[src/rtl/tmr16_pkg.sv]
package tmr16_pkg;

  // Mode word bit positions
  localparam int unsigned B_HALT    = 0;
  localparam int unsigned B_RST_TGT = 3;
  localparam int unsigned B_IRQ_TGT = 4;
  localparam int unsigned B_IRQ_OVF = 5;
  localparam int unsigned B_RPT     = 6;
  localparam int unsigned B_ALT_SRC = 8;
  localparam int unsigned CFG_W     = 10;
  localparam int unsigned B_EVT_F   = 10;
  localparam int unsigned B_TGT_F   = 11;
  localparam int unsigned B_OVF_F   = 12;
  localparam int unsigned FLAG_TOP  = 12;

  // Stored configuration value after reset: halted
  localparam logic [CFG_W-1:0] CFG_RST = CFG_W'(1) << B_HALT;

  typedef struct packed {
    logic halt;
    logic rst_tgt;
    logic irq_tgt;
    logic irq_ovf;
    logic rpt;
    logic alt_src;
  } cfg_t;

  function automatic cfg_t decode_cfg(input logic [CFG_W-1:0] raw);
    cfg_t c;
    c.halt    = raw[B_HALT];
    c.rst_tgt = raw[B_RST_TGT];
    c.irq_tgt = raw[B_IRQ_TGT];
    c.irq_ovf = raw[B_IRQ_OVF];
    c.rpt     = raw[B_RPT];
    c.alt_src = raw[B_ALT_SRC];
    return c;
  endfunction

endpackage

[src/rtl/tmr16_tick_sel.sv]
module tmr16_tick_sel (
  input  logic halt_i,
  input  logic alt_src_i,
  input  logic alt_tick_i,
  output logic tick_o
);

  logic src_tick;

  always_comb begin
    src_tick = alt_src_i ? alt_tick_i : 1'b1;
    tick_o   = src_tick & ~halt_i;
  end

endmodule

[src/rtl/tmr16_count_core.sv]
module tmr16_count_core #(
  parameter int unsigned CNT_W = 16
) (
  input  logic             clk_i,
  input  logic             rst_ni,
  input  logic             clr_i,
  input  logic             ld_i,
  input  logic [CNT_W-1:0] ld_val_i,
  input  logic             tgt_we_i,
  input  logic [CNT_W-1:0] tgt_val_i,
  input  logic             tick_i,
  input  logic             rst_tgt_i,
  output logic [CNT_W-1:0] cnt_o,
  output logic             hit_o,
  output logic             wrap_o
);

  localparam logic [CNT_W-1:0] ALL_ONES = '1;

  logic [CNT_W-1:0] cnt_q, cnt_d;
  logic [CNT_W-1:0] tgt_q, tgt_d;
  logic [CNT_W:0]   inc;
  logic             zero_hold, hit_raw, wrap_raw, adv, cnt_en;

  // Next-state logic
  always_comb begin
    inc       = {1'b0, cnt_q} + 1'b1;
    zero_hold = rst_tgt_i && (tgt_q == '0);
    hit_raw   = zero_hold || (inc[CNT_W-1:0] == tgt_q);
    wrap_raw  = inc[CNT_W] && !zero_hold;
    adv       = tick_i && !clr_i && !ld_i;
    cnt_en    = clr_i || ld_i || tick_i;

    cnt_d = cnt_q;
    if (clr_i) begin
      cnt_d = '0;
    end else if (ld_i) begin
      cnt_d = ld_val_i;
    end else if (tick_i) begin
      if (hit_raw && rst_tgt_i) cnt_d = '0;
      else                      cnt_d = inc[CNT_W-1:0];
    end

    tgt_d  = tgt_val_i;
    hit_o  = adv && hit_raw;
    wrap_o = adv && wrap_raw;
  end

  // Registers
  always_ff @(posedge clk_i or negedge rst_ni) begin
    if (!rst_ni) begin
      cnt_q <= '0;
    end else if (cnt_en) begin
      cnt_q <= cnt_d;
    end
  end

  always_ff @(posedge clk_i or negedge rst_ni) begin
    if (!rst_ni) begin
      tgt_q <= '0;
    end else if (tgt_we_i) begin
      tgt_q <= tgt_d;
    end
  end

  assign cnt_o = cnt_q;

  // a plain tick without restart adds one
  a_r3_step_up: assert property (@(posedge clk_i) disable iff (!rst_ni)
    (tick_i && !clr_i && !ld_i && !rst_tgt_i && cnt_q != ALL_ONES)
    |=> (cnt_q == $past(cnt_q) + 1'b1));

  // no tick and no write keeps the count
  a_r5_hold: assert property (@(posedge clk_i) disable iff (!rst_ni)
    (!tick_i && !clr_i && !ld_i) |=> $stable(cnt_q));

  // count write loads the written value
  a_r6_load: assert property (@(posedge clk_i) disable iff (!rst_ni)
    (ld_i && !clr_i) |=> (cnt_q == $past(ld_val_i)));

  // target match with restart gives zero
  a_r7_restart: assert property (@(posedge clk_i) disable iff (!rst_ni)
    (hit_o && rst_tgt_i) |=> (cnt_q == '0));

  // wrap leaves the count at zero
  a_r8_wrap_zero: assert property (@(posedge clk_i) disable iff (!rst_ni)
    wrap_o |=> (cnt_q == '0));

  // target write takes the written value
  a_r12_tgt_load: assert property (@(posedge clk_i) disable iff (!rst_ni)
    tgt_we_i |=> (tgt_q == $past(tgt_val_i)));

endmodule

[src/rtl/tmr16_irq_ctl.sv]
module tmr16_irq_ctl (
  input  logic clk_i,
  input  logic rst_ni,
  input  logic clr_i,
  input  logic hit_i,
  input  logic wrap_i,
  input  logic irq_tgt_en_i,
  input  logic irq_ovf_en_i,
  input  logic rpt_i,
  output logic irq_o,
  output logic evt_f_o,
  output logic tgt_f_o,
  output logic ovf_f_o
);

  logic fired_q, fired_d;
  logic irq_q, irq_d;
  logic evt_f_q, evt_f_d;
  logic tgt_f_q, tgt_f_d;
  logic ovf_f_q, ovf_f_d;
  logic req, fire;

  // Next-state logic
  always_comb begin
    req  = (hit_i && irq_tgt_en_i) || (wrap_i && irq_ovf_en_i);
    fire = req && !clr_i && (rpt_i || !fired_q);

    irq_d = fire;
    if (clr_i) begin
      fired_d = 1'b0;
      evt_f_d = 1'b0;
      tgt_f_d = 1'b0;
      ovf_f_d = 1'b0;
    end else begin
      fired_d = fired_q || fire;
      evt_f_d = evt_f_q || hit_i || wrap_i;
      tgt_f_d = tgt_f_q || hit_i;
      ovf_f_d = ovf_f_q || wrap_i;
    end
  end

  // Registers
  always_ff @(posedge clk_i or negedge rst_ni) begin
    if (!rst_ni) begin
      fired_q <= 1'b0;
      irq_q   <= 1'b0;
      evt_f_q <= 1'b0;
      tgt_f_q <= 1'b0;
      ovf_f_q <= 1'b0;
    end else begin
      fired_q <= fired_d;
      irq_q   <= irq_d;
      evt_f_q <= evt_f_d;
      tgt_f_q <= tgt_f_d;
      ovf_f_q <= ovf_f_d;
    end
  end

  assign irq_o   = irq_q;
  assign evt_f_o = evt_f_q;
  assign tgt_f_o = tgt_f_q;
  assign ovf_f_o = ovf_f_q;

  // a pulse always follows an enabled event
  a_r10_cause: assert property (@(posedge clk_i) disable iff (!rst_ni)
    irq_o |-> $past((hit_i && irq_tgt_en_i) || (wrap_i && irq_ovf_en_i)));

  // one-shot mode stays quiet once fired
  a_r11_one_shot: assert property (@(posedge clk_i) disable iff (!rst_ni)
    (fired_q && !rpt_i) |=> !irq_o);

  // target flag is sticky until a mode write
  a_r9_sticky: assert property (@(posedge clk_i) disable iff (!rst_ni)
    (tgt_f_q && !clr_i) |=> tgt_f_q);

  // mode write clears flags and latch
  a_r2_clear: assert property (@(posedge clk_i) disable iff (!rst_ni)
    clr_i |=> (!evt_f_q && !tgt_f_q && !ovf_f_q && !fired_q));

endmodule

[src/rtl/tmr16_timer.sv]
module tmr16_timer
  import tmr16_pkg::*;
#(
  parameter int unsigned CNT_W  = 16,
  parameter int unsigned MODE_W = 16
) (
  input  logic              clk_i,
  input  logic              rst_ni,
  input  logic              mode_we_i,
  input  logic              cnt_we_i,
  input  logic              tgt_we_i,
  input  logic [CNT_W-1:0]  wdata_i,
  input  logic              alt_tick_i,
  output logic [CNT_W-1:0]  cnt_o,
  output logic [MODE_W-1:0] mode_o,
  output logic              irq_o
);

  localparam int unsigned PAD_W = MODE_W - FLAG_TOP - 1;

  // Reset: asserted at once, released after two clocks
  logic [1:0] rst_sync_q;
  logic       rst_n;

  always_ff @(posedge clk_i or negedge rst_ni) begin
    if (!rst_ni) rst_sync_q <= 2'b00;
    else         rst_sync_q <= {rst_sync_q[0], 1'b1};
  end
  assign rst_n = rst_sync_q[1];

  // Configuration register
  logic [CFG_W-1:0] cfg_q, cfg_d;
  cfg_t             cfg;
  logic             cnt_ld;

  always_comb begin
    cfg_d  = wdata_i[CFG_W-1:0];
    cfg    = decode_cfg(cfg_q);
    cnt_ld = cnt_we_i && !mode_we_i;
  end

  always_ff @(posedge clk_i or negedge rst_n) begin
    if (!rst_n) begin
      cfg_q <= CFG_RST;
    end else if (mode_we_i) begin
      cfg_q <= cfg_d;
    end
  end

  logic tick, hit, wrap, evt_f, tgt_f, ovf_f;

  tmr16_tick_sel u_tick (
    .halt_i     (cfg.halt),
    .alt_src_i  (cfg.alt_src),
    .alt_tick_i (alt_tick_i),
    .tick_o     (tick)
  );

  tmr16_count_core #(.CNT_W(CNT_W)) u_core (
    .clk_i     (clk_i),
    .rst_ni    (rst_n),
    .clr_i     (mode_we_i),
    .ld_i      (cnt_ld),
    .ld_val_i  (wdata_i),
    .tgt_we_i  (tgt_we_i),
    .tgt_val_i (wdata_i),
    .tick_i    (tick),
    .rst_tgt_i (cfg.rst_tgt),
    .cnt_o     (cnt_o),
    .hit_o     (hit),
    .wrap_o    (wrap)
  );

  tmr16_irq_ctl u_irq (
    .clk_i        (clk_i),
    .rst_ni       (rst_n),
    .clr_i        (mode_we_i),
    .hit_i        (hit),
    .wrap_i       (wrap),
    .irq_tgt_en_i (cfg.irq_tgt),
    .irq_ovf_en_i (cfg.irq_ovf),
    .rpt_i        (cfg.rpt),
    .irq_o        (irq_o),
    .evt_f_o      (evt_f),
    .tgt_f_o      (tgt_f),
    .ovf_f_o      (ovf_f)
  );

  generate
    if (PAD_W > 0) begin : g_pad
      assign mode_o = {{PAD_W{1'b0}}, ovf_f, tgt_f, evt_f, cfg_q};
    end else begin : g_nopad
      assign mode_o = {ovf_f, tgt_f, evt_f, cfg_q};
    end
  endgenerate

  // mode write stores the configuration and zeroes the count
  a_r2_mode_write: assert property (@(posedge clk_i) disable iff (!rst_n)
    mode_we_i |=> (cfg_q == $past(wdata_i[CFG_W-1:0]) && cnt_o == '0));

  // external source without a strobe leaves the count alone
  a_r4_alt_gate: assert property (@(posedge clk_i) disable iff (!rst_n)
    (cfg.alt_src && !alt_tick_i && !mode_we_i && !cnt_we_i) |=> $stable(cnt_o));

endmodule

[config.mk]
export PLATFORM = sky130hd
export DESIGN_NAME = tmr16_timer
export DESIGN_NICKNAME = d
export VERILOG_FILES = /design/src/rtl/tmr16_pkg.sv /design/src/rtl/tmr16_tick_sel.sv /design/src/rtl/tmr16_count_core.sv /design/src/rtl/tmr16_irq_ctl.sv /design/src/rtl/tmr16_timer.sv
export SDC_FILE = /design/constraint.sdc
export NUM_CORES = 1
export LEC_CHECK = 0
export CAP_MARGIN = 20
export CORE_UTILIZATION = 55
export DETAILED_ROUTE_END_ITERATION = 10
export DONT_BUFFER_PORTS = 1
export GPL_ROUTABILITY_DRIVEN = 0
export GPL_TIMING_DRIVEN = 1
export PLACE_DENSITY_LB_ADDON = 0.2
export RECOVER_POWER = 25
export SLEW_MARGIN = 20
export SYNTH_ARGS = -nofsm -noshare
export SYNTH_HDL_FRONTEND = slang
export SYNTH_SLANG_ARGS = --single-unit
[constraint.sdc]
create_clock -name clk_i -period 4 [get_ports clk_i]
set_input_delay 0.2 -clock clk_i [delete_from_list [all_inputs] [get_ports clk_i]]
set_output_delay 0.2 -clock clk_i [all_outputs]
set_load 0.02 [all_outputs]
# After elaboration in Yosys (flattened, before gate mapping)
# Cells that the tools add are included.
classes:
  n_reduce_logical: 29
  bitwise_logic: 2
  addsub: 1
  n_eq_ne: 1
  n_mux: 9
op_table:
  columns: ["cell", "n"]
  rows:
  - ["2-to-1 mux 16 bit", 4]
  - ["adder 16 x 1 -> 17 bit, second input constant", 1]
  - ["== test 16 bit", 1]
  - ["zero test 16 bit", 1]
  - ["logical AND 1 bit", 12]
  - ["logical OR 1 bit", 10]
  - ["2-to-1 mux 1 bit", 5]
  - ["zero test 1 bit", 4]
  - ["nonzero test 3 bit", 1]
  - ["AND reduction 2 bit", 1]
  - ["bitwise AND 1 bit", 1]
  - ["inverter 1 bit", 1]
totals:
  out_inout_bits: 33
  register_bits: 49
  in_bits: 22
  elab_cells: 51

# Logic depth before layout (Yosys ltp)
# Gate-level depths: netlist of run 1.
depth:
  word_depth: 11
  depth_mapped: 12
  ltp_nobuf: 9

# By module
# Synthesis of run 1 repeated with hierarchy kept, for this count alone.
unflattened:
  hier_cells: 292
  hier_area_um2: 2927.8
modules_own_cells:
  columns: ["module", "instances", "cells_each", "area_each_um2", "seq_area_each_um2"]
  rows:
  - ["tmr16_count_core", 1, 242, 2208.4, 800.8]
  - ["tmr16_timer", 1, 32, 520.5, 301.5]
  - ["tmr16_irq_ctl", 1, 16, 186.4, 125.1]
  - ["tmr16_tick_sel", 1, 2, 12.5, 0.0]

# Worst setup path after synthesis of run 1
# No wires, ideal clock.
synth_timing:
  path_kind: "reg2reg"
  startpoint: "register u_core.cnt_q[0], in the netlist u_core.cnt_o[0]"
  endpoint: "register u_core.cnt_q[0], in the netlist u_core.cnt_o[0]"
  setup_ns: 0.138
  n_path_buf: 2
  slack_ns: 0.968
  path_stages_with_launch: 12
  synth_period_minus_slack_ns: 3.032
  t_required_ns: 3.862
  arrival_ns: 2.894
  path_cell_list: "dfrtp_1 ha_1 buf_2 nand4_1 or3_1 xnor2_1 or4_1 nor4_2 buf_4 nor2_1 o41ai_1 nor3_1"
synth_via:
  elab_chain_cells: 8
synth_lines:
  columns: ["element", "line", "rtl"]
  rows:
  - ["from (decl)", "tmr16_count_core.sv:20", "logic [CNT_W-1:0] cnt_q, cnt_d;"]
  - ["from (signal assigned)", "tmr16_count_core.sv:54", "cnt_q <= cnt_d;"]
  - ["adder 16 x 1 -> 17 bit (*)", "tmr16_count_core.sv:27", "inc = {1'b0, cnt_q} + 1'b1;"]
  - ["== test 16 bit", "tmr16_count_core.sv:29", "hit_raw = zero_hold || (inc[CNT_W-1:0] == tgt_q);"]
  - ["logical OR 1 bit", "tmr16_count_core.sv:29", null]
  - ["logical AND 1 bit", "tmr16_count_core.sv:40", "if (hit_raw && rst_tgt_i) cnt_d = '0;"]
  - ["2-to-1 mux 16 bit (*)", "tmr16_count_core.sv:40", null]
  - ["2-to-1 mux 16 bit (*)", "tmr16_count_core.sv:39", "end else if (tick_i) begin"]
  - ["2-to-1 mux 16 bit (*)", "tmr16_count_core.sv:37", "end else if (ld_i) begin"]
  - ["2-to-1 mux 16 bit (*)", "tmr16_count_core.sv:35", "if (clr_i) begin"]
# Mark *: on every way between the ends. The rest lies on a longest branch, timed or not. The select of a mux whose other input is x is not followed.
# A chain may end at the register's enable or synchronous reset.

# Final worst setup path of run 1
layout_timing:
  startpoint: "register u_core.cnt_q[0], in the netlist u_core.cnt_o[0]"
  endpoint: "register u_core.cnt_q[6], in the netlist u_core.cnt_o[6]"
# Same word-level chain as after synthesis.

==> results of run 1 <==
registers in the layout, indices dropped and copies added, names as in the netlist:
| name | flops |
|---|---|
| u_core.cnt_o | 16 |
| u_core.tgt_q | 16 |
| cfg_q | 10 |
| rst_sync_q | 2 |
| u_irq.evt_f_o | 1 |
| u_irq.fired_q | 1 |
| u_irq.irq_o | 1 |
| u_irq.ovf_f_o | 1 |
| u_irq.tgt_f_o | 1 |
worst paths after layout:
kind	from	endpoint	slack [ps]	cells past startpoint
setup / recovery	u_core.cnt_o[0]	u_core.cnt_o[6]	320	9
hold / removal	mode_we_i	cfg_q[3]	7	2
setup reg to reg	u_core.cnt_o[0]	u_core.cnt_o[6]	320	9
hold reg to reg	rst_sync_q[0]	rst_sync_q[1]	360	0
max in group asynchronous	rst_sync_q[1]	u_core.cnt_o[13]	2100	0
min in group asynchronous	rst_ni	rst_sync_q[0]	110	1
area by class of cell:
cell class / count / area, sq um
clock buffer: 6 / 82.6
tap: 72 / 90.1
multi-input combinational: 268 / 1760
clock inverter: 2 / 13.8
fill: 528 / 2290
sequential: 49 / 1230
inverter: 9 / 33.8
timing repair buffer: 8 / 67.6
synth_stat cells, drive strengths merged, types with 3 or more instances:
library cell / number / area (sq um)
dfrtp: 48 / 1200
nand2: 42 / 158
mux2: 24 / 270
buf: 21 / 149
nand3: 21 / 110
nor2: 19 / 71.3
a21oi: 18 / 93.8
clkbuf: 16 / 61.3
o21ai: 16 / 80.1
nor3: 13 / 70.1
xnor2: 12 / 105
o311ai: 10 / 87.6
inv: 9 / 33.8
nor4: 9 / 68.8
xor2: 7 / 61.3
nor2b: 6 / 37.5
or3: 6 / 37.5
and3: 5 / 31.3
nand4: 5 / 31.3
o211ai: 5 / 37.5
a221oi: 4 / 35.0
and4: 4 / 35.0
mux2i: 3 / 30.0
o32ai: 3 / 26.3
or2: 3 / 18.8
critical path, stage by stage (launching register included):
cell	delay, ps
dfrtp_1	610
ha_1	420
nand4_1	230
or3_1	420
xnor2_1	150
or4_1	520
nor4_2	440
or3_1	260
and2_1	300
o311ai_0	160
report_power, final:
group          internal (mW)  switching, mW  leakage, nW
Clock                  0.141          0.176       0.0512
Sequential             0.546          0.116        0.602
Combinational          0.138          0.183        0.592
kinds of logic (layout without fill, tap and decap cells):
family	Yosys count	count (layout)	share of synthesized area
AND/OR/NAND/NOR	144	144	0.236
other	2	4	0.00233
XOR/XNOR	19	19	0.0516
flip-flops	49	49	0.381
adder cells (fa/ha/maj)	2	2	0.00698
buffers and inverters	46	25	0.0756
AO/OA/AOI/OAI	72	72	0.154
multiplexers	27	27	0.0931
metal layers:
layer / wire, um / vias up / track usage
li1: - / 1259 / -
met1: 3700 / 1328 / 0.404
met2: 4100 / 123 / 0.445
met3: 757 / 23 / 0.0802
met4: 287 / 0 / 0.143
met5: 0 / - / 0
==> flow_summary.ini, run 1 <==
[layout]
finalNonFillerCells = 414
final_common_cell = dfrtp_1
nNetsFinal = 364
final_cell_area_sq_um = 3280
final_util = 0.588
drive_gt1_frac = 0.137
antenna-diode-count = 0
final_cell_mix = 48 x dfrtp_1, 42 x nand2_1, 24 x mux2_2
area_delta_synth_final_pct = 1.67

[run]
cap_viol_max_count = 1

[placement]
placed_cell_area_sq_um = 3150
numPortBuffers = 0
place_ws_ps = 393
place_hpwl_um = 6330
placed_cells = 403

[setup_path]
end_kind = register
crit_type = reg -> reg
worst_ep_required_time_ps = 4160
cp.arrival_ps = 3840
worstSetupStartpointType = register
path_max_fanout = 10

[synthesis]
ys_ff_latch = 49
ys_types = 60
netlist_instances = 361
seq_area_frac_synth = 0.381
yosysWarnings = 0
synth_area_per_cell_sq_um = 8.94
netlist_area_sq_um = 3230
synth-async-reset-ratio = 1.00
synth-edff-count = 0
synth_ff_type = dfrtp_1

[timing]
fin_ws_ps = 318
worstMarginPinSlew_ps = 1900
rsz0062_at_grt = no
fin_worst_hold_slack_ps = 7.02
setup_viol = 0
finalHoldViolations = 0
final.setup.tns_ps = 0
finClkSkew_ps = 6.03
fin_crit_sh = 0.920
slew_viol_final = 48
min_period_ps = 3680
maxSlewHeadroom = -0.265
fmax_mhz = 272

[detailed_routing]
firstDrtPassIters = 4
postRouteAntennaNets = 0
routed_wl_um = 8840
vias = 2733
viasPerCell = 6.60
wire_per_inst_um = 21.4
drt_iter0_drc = 342
drc = 0

[power]
p_per_area_nw_per_um2 = 396
max-vdd-ir-drop_mv = 0.190
power_mw = 1.30
p_leak_nw = 1.25

[cts]
cts_num_sinks = 49
cts_buffers = 5
cts-resized-gates = 0
h-tree-depth = 2
cts_buffer_depth = 2
clk_pin_slew_ps = 100
clk_latency_ps = 310
cts_root_buf = clkbuf_8
ctsHoldBuffers = 3
cts_tree = built
cts_setup_buffers = 0

[grt]
grt_overflow = 0
grt_max_degree = 48
antenna_found_initial = 0
grt_first_pass_wirelength_um = 14000
grt_use_total = 0.300
grt_pass1_vias = 2662

[floorplan]
core.rowCount = 27
die_w_um = 78.6
die_area_sq_um = 6170
pin_count = 55
die_height_um = 78.6
start_util = 0.579
fp.coreArea_sq_um = 5570

[hold_path]
min_path_type = in -> reg

[status]
status = complete, but fails checks
violations = capacitance limit, slew limit
No activity file was read; power rests on OpenSTA's default activity.
==> run 2, diff against run 1 <==
--- a/config.mk
+++ b/config.mk
@@ -11,7 +11,7 @@
 export DONT_BUFFER_PORTS = 1
 export GPL_ROUTABILITY_DRIVEN = 0
 export GPL_TIMING_DRIVEN = 1
-export PLACE_DENSITY_LB_ADDON = 0.2
+export PLACE_DENSITY = 0.81
 export RECOVER_POWER = 25
 export SLEW_MARGIN = 20
 export SYNTH_ARGS = -nofsm -noshare
==> run 2 against run 1 <==
  * The run ends with hold timing, capacitance limit, slew limit left
  * Routed wire length shrank 3.1%
  * Sequential power grew 0.9%
  * Count of clock-buffer cells in the layout grew 1
  * Die area is the same
  * Clock power shrank 6.6%
  * Flip-flop and latch count is the same
  * Core utilization shrank 0.27 points
  * Global-route usage shrank 0.095 points
  * Sequential share of layout area grew 0.17 points
  * Fmax is essentially flat
  * Highest routed layer unchanged
==> flow_summary.ini, run 2 (synthesized netlist as in run 1, its figures left out) <==
[status]
status = complete, but fails checks
violations = hold timing, capacitance limit, slew limit

[power]
p_per_area_nw_per_um2 = 391
max-vdd-ir-drop_mv = 0.263
clock_power_share = 0.232
p_sw_frac = 0.366
pwr-share-seq = 0.524
pwr-share-comb = 0.244
p_sw_uw = 466
p_leak_nw = 1.23
p_int_uw = 808

[detailed_routing]
drt_iter0_drc = 367
firstDrtPassIters = 6
postRouteAntennaNets = 0
routed_wl_um = 8570
wl_met2_um = 3940
drc = 0
met1Wirelength_um = 3240
wire_per_inst_um = 20.7
met3_length_um = 954
vias = 2899
viasPerCell = 7.00
top_layer_used = met4

[setup_path]
crit_chain = ha_1 > nand4_1 > or3_1 > xnor2_1 > or4_1 > nor4_2 > or3_1 > and2_1 > o311ai_0
cp.arrival_ps = 3840
r2r_slack_ps = 320
path_max_fanout = 10
worst_ep_required_time_ps = 4160
cpMostUsedCell = or3_1
max_stage_delay_ps = 600
end_kind = register
timing.rr.start = u_core.cnt_o[0]
crit_type = reg -> reg
startpoint = u_core.cnt_o[0]
critPathSlowestCell = dfrtp_1
worstSetupStartpointType = register

[timing]
maxSlewHeadroom = -0.245
worstMarginPinSlew_ps = 1870
setup_viol = 0
min_period_ps = 3680
fin_worst_hold_slack_ps = -0.0896
fin_ws_ps = 320
finalHoldViolations = 1
finClkSkew_ps = 5.97
fin_crit_sh = 0.920
rsz0062_at_grt = no
final.setup.tns_ps = 0
slew_viol_final = 48
fmax_mhz = 272

[grt]
grt_pass1_vias = 2754
grt_max_degree = 48
grt_first_pass_wirelength_um = 14000
grt_overflow = 0
antenna_found_initial = 0
grt_use_total = 0.299

[hold_path]
min_from = wdata_i[11]
min_path_type = in -> reg

[cts]
cts_setup_buffers = 0
clk_pin_slew_ps = 90
cts_buffers = 5
clk_latency_ps = 310
cts_tree = built
cts_buffer_depth = 2
cts_root_buf = clkbuf_8
ctsHoldBuffers = 3
cts_num_sinks = 49
cts-resized-gates = 0
h-tree-depth = 2

[floorplan]
die_height_um = 78.6
fp.coreArea_sq_um = 5570
core.rowCount = 27
die_w_um = 78.6
die_area_sq_um = 6170
start_util = 0.579
pin_count = 55

[run]
cap_viol_max_count = 1

[layout]
final_cell_mix = 48 x dfrtp_1, 42 x nand2_1, 24 x mux2_2
nNetsFinal = 364
n_fill_cell = 491
seq_area_sq_um = 1230
drive_gt1_frac = 0.132
antenna-diode-count = 0
final_common_cell = dfrtp_1
multi_input_area_sq_um = 1760
area_delta_synth_final_pct = 1.20

[placement]
place_ws_ps = 421
place_hpwl_um = 6050
numPortBuffers = 0
[run 2: changes by cell type in the layout (fill, tap and decap cells not counted), sizes merged]
cell      delta
clkinv       -2
clkinvlp     +1
clkbuf       +1
[run 2: routing by layer]
metal / global-route usage / vias up
li1: - / 1261
met1: 0.370 / 1384
met2: 0.463 / 202
met3: 0.0965 / 52
met4: 0.157 / 0
met5: 0 / -
[run 2: power by group through the flow]
| stage | Sequential, mW | Clock [mW] | Combinational, mW |
|---|---|---|---|
| 2_1_floorplan | 0.639 | 0 | 0.279 |
| 3_3_place_gp | 0.673 | 0 | 0.291 |
| 3_5_place_dp | 0.677 | 0 | 0.298 |
| 4_1_cts | 0.667 | 0.294 | 0.304 |
| 5_1_grt | 0.678 | 0.314 | 0.338 |
| 6_report | 0.669 | 0.295 | 0.311 |
[run 2: worst max-delay path, delay by kind of cell (launching register included)]
family,cells,cell delay (ps)
and+or+nand+nor,6,2160
DFF,1,600
adders and majority gates,1,430
xor gates and xnor gates,1,170
AOI/OAI and AO/OA,1,160
[run 2: through the flow]
step / total power, mW / cells / hold WS [ps] / utilization / instance area (sq um)
after detailed placement: 0.975 / 403 / -95.5 / 0.565 / 3150
after floorplan: 0.918 / 363 / -95.6 / - / 3230
after CTS: 1.26 / 414 / 3.03 / 0.586 / 3270
after global placement: 0.964 / 403 / -95.5 / 0.565 / 3150
after global routing: 1.33 / 414 / 7.38 / 0.586 / 3260
final: 1.27 / 414 / -0.0896 / 0.586 / 3260
[run 2: worst paths after layout]
| kind | endpoint | cells past startpoint |
|---|---|---|
| worst max-delay path | u_core.cnt_o[2] | 9 |
| max in group asynchronous | u_core.cnt_o[2] | 0 |
| worst min register to register | rst_sync_q[1] | 0 |
| min in group asynchronous | rst_sync_q[0] | 1 |
| worst max register to register | u_core.cnt_o[2] | 9 |
| worst min-delay path | u_core.tgt_q[11] | 2 |
[run 2: layout make-up]
class / count / area share
Clock buffer: 7 / 0.0234
Timing Repair Buffer: 8 / 0.0207
Inverter: 9 / 0.0103
Clock inverter: 1 / 0.00230
Sequential cell: 49 / 0.376
Tap cell: 72 / 0.0276
Multi-Input combinational cell: 268 / 0.540
==> run 3, diff against run 2 <==
--- a/config.mk
+++ b/config.mk
@@ -6,12 +6,14 @@
 export NUM_CORES = 1
 export LEC_CHECK = 0
 export CAP_MARGIN = 20
-export CORE_UTILIZATION = 55
+export CELL_PAD_IN_SITES_DETAIL_PLACEMENT = 1
+export CELL_PAD_IN_SITES_GLOBAL_PLACEMENT = 1
+export CORE_UTILIZATION = 52
 export DETAILED_ROUTE_END_ITERATION = 10
 export DONT_BUFFER_PORTS = 1
 export GPL_ROUTABILITY_DRIVEN = 0
 export GPL_TIMING_DRIVEN = 1
-export PLACE_DENSITY = 0.81
+export PLACE_DENSITY = 0.95
 export RECOVER_POWER = 25
 export SLEW_MARGIN = 20
 export SYNTH_ARGS = -nofsm -noshare
==> run 3 against run 2 <==
  * The flow finishes with violations (capacitance limit, slew limit)
  * Critical path depth unchanged
  * Core utilization down 3.6 points
  * Final cell count up 0.97%
  * Flip-flop and latch count unchanged
  * Die area up 5.6%
  * Fmax up 5.6%
  * Critical path type unchanged
  * Global-route usage up 3.1 points
==> flow_summary.ini, run 3 (synthesized netlist as in run 1, its figures left out) <==
[timing]
rsz0062_at_grt = no
setup_viol = 0
fin_crit_sh = 0.871
fin_ws_ps = 516
slew_viol_final = 48
finClkSkew_ps = 7.84
final.setup.tns_ps = 0
fmax_mhz = 287
finalHoldViolations = 0
maxSlewHeadroom = -0.265
min_period_ps = 3480
worstMarginPinSlew_ps = 1900

[grt]
grt_first_pass_wirelength_um = 15900
grt_max_degree = 48
antenna_found_initial = 0
grt_use_total = 0.330
grt_overflow = 0
grt_pass1_vias = 2947

[layout]
final_common_cell = dfrtp_1
finalNonFillerCells = 418
n_fill_cell = 711
final_cell_area_sq_um = 3280
antenna-diode-count = 0
area_delta_synth_final_pct = 1.55
drive_gt1_frac = 0.137
nNetsFinal = 365
final_cell_mix = 48 x dfrtp_1, 42 x nand2_1, 24 x mux2_2

[detailed_routing]
firstDrtPassIters = 5
wire_per_inst_um = 24.0
vias = 2929
drc = 0
viasPerCell = 7.01
drt_iter0_drc = 294
postRouteAntennaNets = 0
routed_wl_um = 10100

[floorplan]
fp.coreArea_sq_um = 5960
die_w_um = 80.8
core.rowCount = 28
die_area_sq_um = 6520
start_util = 0.542
die_height_um = 80.8
pin_count = 55

[setup_path]
cp.arrival_ps = 3630
timing.rr.start = u_core.cnt_o[4]
end_kind = register
startpoint = u_core.cnt_o[4]
crit_type = reg -> reg
worst_ep_required_time_ps = 4140
path_max_fanout = 11
worstSetupStartpointType = register

[cts]
cts_root_buf = clkbuf_8
cts_buffer_depth = 2
cts_setup_buffers = 0
h-tree-depth = 2
cts_tree = built
cts_buffers = 5
clk_pin_slew_ps = 90
clk_latency_ps = 310
cts_num_sinks = 49

[power]
p_leak_nw = 1.24
power_mw = 1.29
pwr-share-comb = 0.246
p_int_uw = 805
p_sw_frac = 0.378
clock_power_share = 0.228
p_sw_uw = 489
pwr-share-seq = 0.525
p_per_area_nw_per_um2 = 395
max-vdd-ir-drop_mv = 0.170

[placement]
place_ws_ps = 645
placed_cell_area_sq_um = 3170
numPortBuffers = 0
place_hpwl_um = 7170
placed_cells = 408

[hold_path]
min_from = tgt_we_i
min_path_type = in -> reg

[run]
cap_viol_max_count = 1

[status]
violations = capacitance limit, slew limit
status = complete, but fails checks
run 3: cell count changes in the layout (fill, tap and decap cells not counted):
cell	previous run	this run
dlygate4sd3_1	3	2
dfstp_1	0	1
buf_4	5	7
dfstp_2	1	0
nor2_1	19	18
nor2_2	0	1
run 3: worst max-delay path, stage by stage (launching register included):
cell,delay (ps)
dfrtp_1,680
nand3_2,320
or3_1,510
xnor2_1,170
or4_1,530
nor4_2,250
buf_4,220
or3_1,170
and2_1,290
o311ai_0,180
run 3: worst paths after layout:
| kind | cells after the start | slack, ps | endpoint |
|---|---|---|---|
| setup / recovery | 9 | 520 | u_core.cnt_o[12] |
| hold / removal | 1 | 10 | u_core.tgt_q[11] |
| setup reg to reg | 9 | 520 | u_core.cnt_o[12] |
| hold reg to reg | 0 | 360 | rst_sync_q[1] |
| max in group asynchronous | 0 | 2100 | u_core.cnt_o[11] |
| min in group asynchronous | 1 | 110 | rst_sync_q[1] |
run 3: area by class of cell:
class,count,area [sq um],share of cell area
well taps,75,93.8,0.0286
clock buffers,7,76.3,0.0233
multi-input cells,268,1760,0.539
flip-flops and latches,49,1230,0.375
clock inverters,1,7.51,0.00229
inverters,9,33.8,0.0103
repair buffers,9,72.6,0.0222
run 3: per-layer routing:
metal | part of all wire | up-vias | track usage
met1 | 0.40 | 1471 | 0.422
met3 | 0.073 | 38 | 0.0640
met4 | 0.040 | 0 | 0.154
met2 | 0.49 | 162 | 0.538
li1 | - | 1258 | -
met5 | 0 | - | 0
run 3: power groups by stage:
stage               sequential (mW)  combinational, mW  clock (mW)
floorplan                     0.639              0.279           0
global placement              0.680              0.285           0
detailed placement            0.685              0.302           0
CTS                           0.677              0.311       0.298
global route                  0.689              0.342       0.314
finish                        0.679              0.319       0.295
run 3: per-stage QoR:
stage | utilization | hold WS, ps
after floorplan | - | -95.6
after global placement | 0.532 | -95.5
after detailed placement | 0.532 | -95.5
after CTS | 0.550 | 3.72
after global routing | 0.550 | 8.99
final | 0.550 | 12.8
run 3: timing repair:
item / 4_1_cts / 5_1_grt
gates resized for setup: 0 / 0
hold endpoints to repair: 9 / 0
hold buffers: 2 / 0
setup endpoints to repair: 0 / 0
